===== src/rtl/stkPkg.sv =====
package stkPkg;
  localparam logic [3:0] OP_PUSH = 4'hA;
  localparam logic [3:0] OP_POP  = 4'hB;

  typedef enum logic [3:0] {
    S_FMAR, S_FMEM, S_FIR, S_DEC,
    S_PU_DEC, S_PU_SET, S_PU_MEM,
    S_PO_MAR, S_PO_MEM, S_PO_DR, S_PO_INC
  } seqState_t;

  typedef struct packed {
    logic marFromPc;
    logic pcStep;
    logic mdrFromMem;
    logic irFromMdr;
    logic spDown;
    logic marFromSp;
    logic mdrFromReg;
    logic regFromMdr;
    logic spUp;
  } strobes_t;
endpackage


===== src/rtl/stkCtrl.sv =====
module stkCtrl
  import stkPkg::*;
#(
  parameter int CNT_W = 32
) (
  input  logic             clk,
  input  logic             rstN,
  input  logic [3:0]       opcode,
  input  logic             memReady,
  output strobes_t         st,
  output logic             memReq,
  output logic             memWe,
  output logic             retire,
  output logic [CNT_W-1:0] cycleCount
);
  seqState_t state, nxt;

  always_ff @(posedge clk) begin
    if (!rstN) begin
      state      <= S_FMAR;
      cycleCount <= '0;
    end else begin
      state      <= nxt;
      cycleCount <= cycleCount + 1'b1;
    end
  end

  always_comb begin
    nxt    = state;
    st     = '0;
    memReq = 1'b0;
    memWe  = 1'b0;
    retire = 1'b0;
    case (state)
      S_FMAR: begin
        st.marFromPc = 1'b1;
        st.pcStep    = 1'b1;
        nxt          = S_FMEM;
      end
      S_FMEM: begin
        memReq = 1'b1;
        if (memReady) begin
          st.mdrFromMem = 1'b1;
          nxt           = S_FIR;
        end
      end
      S_FIR: begin
        st.irFromMdr = 1'b1;
        nxt          = S_DEC;
      end
      S_DEC: begin
        if (opcode == OP_PUSH)     nxt = S_PU_DEC;
        else if (opcode == OP_POP) nxt = S_PO_MAR;
        else begin
          retire = 1'b1;
          nxt    = S_FMAR;
        end
      end
      S_PU_DEC: begin
        st.spDown = 1'b1;
        nxt       = S_PU_SET;
      end
      S_PU_SET: begin
        st.marFromSp  = 1'b1;
        st.mdrFromReg = 1'b1;
        nxt           = S_PU_MEM;
      end
      S_PU_MEM: begin
        memReq = 1'b1;
        memWe  = 1'b1;
        if (memReady) begin
          retire = 1'b1;
          nxt    = S_FMAR;
        end
      end
      S_PO_MAR: begin
        st.marFromSp = 1'b1;
        nxt          = S_PO_MEM;
      end
      S_PO_MEM: begin
        memReq = 1'b1;
        if (memReady) begin
          st.mdrFromMem = 1'b1;
          nxt           = S_PO_DR;
        end
      end
      S_PO_DR: begin
        st.regFromMdr = 1'b1;
        nxt           = S_PO_INC;
      end
      S_PO_INC: begin
        st.spUp = 1'b1;
        retire  = 1'b1;
        nxt     = S_FMAR;
      end
      default: nxt = S_FMAR;
    endcase
  end

  AST_REQ_HOLD: assert property (@(posedge clk) disable iff (!rstN)
    memReq && !memReady |=> memReq && $stable(memWe)) else $error("request dropped");
  AST_RETIRE_PULSE: assert property (@(posedge clk) disable iff (!rstN)
    retire |=> !retire) else $error("retire longer than one cycle");
  AST_WE_IN_REQ: assert property (@(posedge clk) disable iff (!rstN)
    memWe |-> memReq) else $error("write enable without request");
endmodule


===== src/rtl/stkPath.sv =====
module stkPath
  import stkPkg::*;
#(
  parameter int          DATA_W   = 16,
  parameter int          REG_CNT  = 8,
  parameter int          SP_IDX   = 6,
  parameter logic [15:0] PC_RESET = 16'h0000,
  parameter logic [15:0] SP_INIT  = 16'h0100,
  localparam int         RA_W     = $clog2(REG_CNT)
) (
  input  logic              clk,
  input  logic              rstN,
  input  strobes_t          st,
  input  logic              holdMem,
  input  logic [DATA_W-1:0] memRdata,
  output logic [DATA_W-1:0] marOut,
  output logic [DATA_W-1:0] mdrOut,
  output logic [3:0]        opcode,
  output logic [2:0]        ccOut
);
  localparam logic [DATA_W-1:0] STEP = DATA_W'(2);

  logic [DATA_W-1:0] pc, mar, mdr;
  logic [RA_W-1:0]   regSel;
  logic [2:0]        cc;
  logic [REG_CNT-1:0][DATA_W-1:0] rfBus;

  for (genvar g = 0; g < REG_CNT; g++) begin : gReg
    logic [DATA_W-1:0] q;
    always_ff @(posedge clk) begin
      if (!rstN)
        q <= (g == SP_IDX) ? DATA_W'(SP_INIT) : '0;
      else if (st.regFromMdr && regSel == RA_W'(g))
        q <= mdr;
      else if (g == SP_IDX && st.spDown)
        q <= q - STEP;
      else if (g == SP_IDX && st.spUp)
        q <= q + STEP;
    end
    assign rfBus[g] = q;
  end

  always_ff @(posedge clk) begin
    if (!rstN) begin
      pc     <= DATA_W'(PC_RESET);
      mar    <= '0;
      mdr    <= '0;
      opcode <= '0;
      regSel <= '0;
      cc     <= 3'b010;
    end else begin
      if (st.pcStep) pc <= pc + STEP;
      if (st.marFromPc)      mar <= pc;
      else if (st.marFromSp) mar <= rfBus[SP_IDX];
      if (st.mdrFromMem)      mdr <= memRdata;
      else if (st.mdrFromReg) mdr <= rfBus[regSel];
      if (st.irFromMdr) begin
        opcode <= mdr[DATA_W-1 -: 4];
        regSel <= mdr[DATA_W-5 -: RA_W];
      end
      if (st.regFromMdr) begin
        if (mdr[DATA_W-1])   cc <= 3'b100;
        else if (mdr == '0)  cc <= 3'b010;
        else                 cc <= 3'b001;
      end
    end
  end

  assign marOut = mar;
  assign mdrOut = mdr;
  assign ccOut  = cc;

  AST_PC_STEP: assert property (@(posedge clk) disable iff (!rstN)
    st.pcStep |=> pc == $past(pc) + STEP) else $error("pc step");
  AST_SP_DOWN: assert property (@(posedge clk) disable iff (!rstN)
    st.spDown |=> rfBus[SP_IDX] == $past(rfBus[SP_IDX]) - STEP) else $error("sp down");
  AST_SP_UP: assert property (@(posedge clk) disable iff (!rstN)
    st.spUp |=> rfBus[SP_IDX] == $past(rfBus[SP_IDX]) + STEP) else $error("sp up");
  AST_CC_ONEHOT: assert property (@(posedge clk) disable iff (!rstN)
    $countones(cc) == 1) else $error("flags not one-hot");
  AST_BUS_HOLD: assert property (@(posedge clk) disable iff (!rstN)
    holdMem |=> $stable(mar) && $stable(mdr)) else $error("bus moved while waiting");
endmodule


===== src/rtl/stackSequencer.sv =====
module stackSequencer
  import stkPkg::*;
#(
  parameter int          DATA_W   = 16,
  parameter int          REG_CNT  = 8,
  parameter logic [15:0] PC_RESET = 16'h0000,
  parameter logic [15:0] SP_INIT  = 16'h0100,
  parameter int          CNT_W    = 32
) (
  input  logic              clk,
  input  logic              rstN,
  output logic [DATA_W-1:0] memAddr,
  output logic [DATA_W-1:0] memWdata,
  input  logic [DATA_W-1:0] memRdata,
  output logic              memWe,
  output logic              memReq,
  input  logic              memReady,
  output logic              retire,
  output logic [CNT_W-1:0]  cycleCount,
  output logic [2:0]        ccOut
);
  strobes_t   st;
  logic [3:0] opcode;

  stkCtrl #(.CNT_W(CNT_W)) uCtrl (
    .clk(clk), .rstN(rstN), .opcode(opcode), .memReady(memReady),
    .st(st), .memReq(memReq), .memWe(memWe), .retire(retire),
    .cycleCount(cycleCount)
  );

  stkPath #(
    .DATA_W(DATA_W), .REG_CNT(REG_CNT), .SP_IDX(6),
    .PC_RESET(PC_RESET), .SP_INIT(SP_INIT)
  ) uPath (
    .clk(clk), .rstN(rstN), .st(st), .holdMem(memReq && !memReady),
    .memRdata(memRdata), .marOut(memAddr), .mdrOut(memWdata),
    .opcode(opcode), .ccOut(ccOut)
  );
endmodule


===== config.mk =====
export PLATFORM = sky130hd
export DESIGN_NAME = stackSequencer
export DESIGN_NICKNAME = d
export VERILOG_FILES = /design/src/rtl/stkPkg.sv /design/src/rtl/stkCtrl.sv /design/src/rtl/stkPath.sv /design/src/rtl/stackSequencer.sv
export SDC_FILE = /design/constraint.sdc
export NUM_CORES = 1
export LEC_CHECK = 0
export BUFFER_PORTS_ARGS = -buffer_cell sky130_fd_sc_hd__buf_2
export CORE_UTILIZATION = 35
export DETAILED_ROUTE_END_ITERATION = 7
export MAX_ROUTING_LAYER = met4
export SYNTH_ARGS = -nofsm -noshare
export SYNTH_HDL_FRONTEND = slang
export SYNTH_SLANG_ARGS = --single-unit

===== constraint.sdc =====
create_clock -name clk -period 3.4 [get_ports clk]
set_input_delay 0.34 -clock clk [delete_from_list [all_inputs] [get_ports clk]]
set_output_delay 0.34 -clock clk [all_outputs]
set_load 0.005 [all_outputs]

==> results.sh <==
export IMPL_drv_slew=0
export IMPL_totalPowerFinal_mw=5.83
export IMPL_top_layer="met4"
export IMPL_worst_slew_pin_slew_ns=0.817
export IMPL_synth_compound_area_share_pct=9.22
export IMPL_synth_seq_cells=221
export IMPL_start_util_pct=36.0
export IMPL_grt_pass1_wl_um=44500
export IMPL_required_ns=3.81
export IMPL_setup_violations=0
export IMPL_relSlewSlack_pct=45.4
export IMPL_clkPwrFrac_pct=49.3
export IMPL_ir_drop_mv=0.298
export IMPL_die_x_um=175
export IMPL_yosysSeqAreaShare_pct=42.3
export IMPL_postRouteWirelength_um=28100
export IMPL_synth_edf_count=0
export IMPL_wl_per_cell_um=17.8
export IMPL_yosys_area_share_xor_xnor_pct=3.02
export IMPL_ant_nets=0
export IMPL_max_cap_viol_count=0
export IMPL_worstReg2RegStart="uCtrl.state[3]$_SDFFE_PN0P_"
export IMPL_drive_gt1_share_pct=17.4
export IMPL_crit_arrival_ns=3.06
export IMPL_nNetsFinal=1194
export IMPL_yosysWarnings=0
export IMPL_hp_start="memRdata[2]"
export IMPL_drc=0
export IMPL_rsz0062_at_grt="no"
export IMPL_layoutNonFillerInstCount=1574
export IMPL_htree_levels=1
export IMPL_final_cell_area_sq_mm=0.0120
export IMPL_p_per_area_mw_per_mm2=485
export IMPL_dr_first_iter_drc_count=665
export IMPL_diodes=0
export IMPL_postCtsResizedCells=0
export IMPL_multi_input_comb_area_sq_mm=0.00554
export IMPL_gr_usage_all_layers_pct=18.8
export IMPL_grt_max_degree=106
export IMPL_synthCells=1132
export IMPL_antenna_found_initial=1
export IMPL_pwr_share_seq_pct=46.2
export IMPL_cts_sinks=221
export IMPL_finalSetupTns_ns=0
export IMPL_clk_latency_ns=0.53
export IMPL_max_freq_ghz=0.378
export IMPL_avgSynthCellArea_sq_um=9.23
export IMPL_synth_top_family_by_area="simple AND/OR/NAND/NOR gates"
export IMPL_cts_root_buffer="clkbuf_16"
export IMPL_grt_ovfl_total=0
export IMPL_postCtsHoldBufs=0
export IMPL_syn_nets=1154
export IMPL_fillers=2922
export IMPL_coreArea_sq_mm=0.0290
export IMPL_cts_max_path_buffers=3
export IMPL_avgViaCountPerCell=5.39
export IMPL_finalWorstSetupSlack_ns=0.753
export IMPL_register_area_sq_mm=0.00443
export IMPL_first_global_vias=7930
export IMPL_vias=8485
export IMPL_drt_pass1_iterations=5
export IMPL_postCtsSetupRepairBufs=0
export IMPL_portBuffers=88
export IMPL_dpl_hpwl_um=18300
export IMPL_status="completed"
export IMPL_wl_met1_um=13100
export IMPL_final_util_pct=41.4
export IMPL_ys_flop_type="dfxtp_1"
export IMPL_synthArstFlopShare_pct=0
export IMPL_dp_cells=1529
export IMPL_power_internal_mw=4.50
export IMPL_synthAdderAreaFrac_pct=0.359
export IMPL_leakage_nw=4.09
export IMPL_synth_simple_area_share_pct=20.6
export IMPL_hold_path_class="in2reg"
export IMPL_p_sw_mw=1.34
export IMPL_start_kind="register"
export IMPL_dieArea_sq_mm=0.0306
export IMPL_worst_setup_path_type="reg2reg"
export IMPL_clock_skew_ns=0.0174
export IMPL_finalHoldViolCount=0
export IMPL_io_pins=89
export IMPL_wl_met3_um=1480
export IMPL_numCtsBuffers=25
export IMPL_preCtsSetupSlack_ns=0.807
export IMPL_route_met2_wl_um=13000
export IMPL_end_kind="register"
export IMPL_startpoint="uCtrl.state[3]$_SDFFE_PN0P_"
export IMPL_placed_area_sq_mm=0.0111
export IMPL_fin_crit_ns=2.65
export IMPL_synthMuxAreaShare_pct=19.7
export IMPL_synth_area_sq_mm=0.0105
export IMPL_clkTransAtPathRegs_ns=0.06
export IMPL_row_count=62
export IMPL_path_max_fanout=6
export IMPL_combPwrFrac_pct=4.5
export IMPL_fin_crit_sh_pct=77.9
export IMPL_gp_congestion=0.894
export IMPL_die_height_um=175
export IMPL_area_growth_syn_to_layout_pct=15.0
export IMPL_swShare_pct=22.9
export IMPL_holdWs_ns=0.0570
export IMPL_tritoncts="yes"
export IMPL_synth_cell_types=65
[Yosys cell counts (5+ instances only)]
master      n  area share (%)
xor2_1     10            0.84
a311oi_1   12             1.0
and4_1      5            0.42
or3_1      16            0.96
xnor2_1    26             2.2
a21oi_1    44             2.1
a22oi_1     8            0.57
dfxtp_1   221              42
buf_4       7            0.50
buf_2      24             1.1
nor3_1     23             1.1
a221oi_1   13             1.1
nand2_1    82             2.9
nor2_1    213             7.6
and3_1     10            0.60
clkbuf_1   63             2.3
and2_1      5            0.30
nand4_1    13            0.78
mux2i_1   134              13
o22ai_1     7            0.42
nor2_4      5            0.54
o21ai_0    21             1.0
inv_1      11            0.40
nor4_1     17             1.0
mux4_2     32             6.9
o221ai_1    6            0.50
nand3_1    26             1.2
o21ai_1     6            0.29
[power by group through the flow]
stage | logic [mW] | registers, mW | clock network (mW)
6_report | 0.265 | 2.69 | 2.87
5_1_grt | 0.291 | 2.70 | 3.05
4_1_cts | 0.265 | 2.69 | 2.93
3_5_place_dp | 0.264 | 2.75 | 0
3_3_place_gp | 0.263 | 2.75 | 0
2_1_floorplan | 0.192 | 2.71 | 0
[flip-flops by register name, indices dropped and copies added (netlist names)]
register / cells
uPath.mdrOut: 16
uPath.gReg.q: 128
uPath.pc: 15
uCtrl.cycleCount: 32
uCtrl.state: 4
uPath.regSel: 3
uPath.marOut: 16
uPath.opcode: 4
uPath.ccOut: 3
[per-layer routing]
metal	global-route usage [%]	up-vias
met2	28.8	227
met5	-	-
li1	-	4108
met1	25.5	4111
met4	5.29	0
met3	2.81	39
[worst paths after layout]
check,end,slack (ns),cells after the start
worst min register to register,uPath.marOut[3]$_SDFFE_PN0P_,0.45,2
worst min-delay path,uPath.mdrOut[2]$_SDFFE_PN0P_,0.06,3
worst max-delay path,uPath.gReg[6].q[13]$_SDFFE_PN0P_,0.75,8
worst max register to register,uPath.gReg[6].q[13]$_SDFFE_PN0P_,0.75,8
[critical path: stages, from the launching register on]
cell     delay [ns]
dfxtp_1        0.31
or4b_1         0.58
xnor2_1        0.16
ha_1           0.27
nor3_1         0.35
nand3_1        0.16
o32ai_1        0.30
mux2i_1        0.12
a311o_1        0.27
[layout by cell type, fill, tap and decap left out, drive strengths merged, types with 5 or more instances in the layout]
cell / netlist / layout
a21oi: 44 / 44
a221oi: 13 / 13
a22oi: 8 / 8
a311oi: 12 / 12
and2: 5 / 5
and3: 10 / 10
and4: 5 / 5
buf: 37 / 113
clkbuf: 63 / 36
dfxtp: 221 / 221
inv: 12 / 14
mux2i: 134 / 134
mux4: 32 / 32
nand2: 82 / 82
nand3: 26 / 26
nand4: 13 / 13
nor2: 218 / 218
nor3: 26 / 26
nor4: 17 / 17
o21ai: 27 / 27
o221ai: 6 / 6
o22ai: 7 / 7
or2: 5 / 5
or3: 16 / 16
xnor2: 26 / 26
xor2: 10 / 10
[cell families after synthesis]
family / Yosys count
muxes: 166
adders and majority gates: 3
buffers and inverters: 112
DFF: 221
and+or+nand+nor: 449
xor gates and xnor gates: 36
AOI/OAI and AO/OA: 145
[layout make-up]
cell class / count / share of cell area [%]
clock inverters: 9 / 1.10
multi-input cells: 799 / 46.0
repair buffers: 113 / 5.33
flip-flops and latches: 221 / 36.8
inverters: 12 / 0.416
clock buffers: 36 / 6.30
well taps: 384 / 4.00
Note: power is estimated with default switching activity, not from simulation.
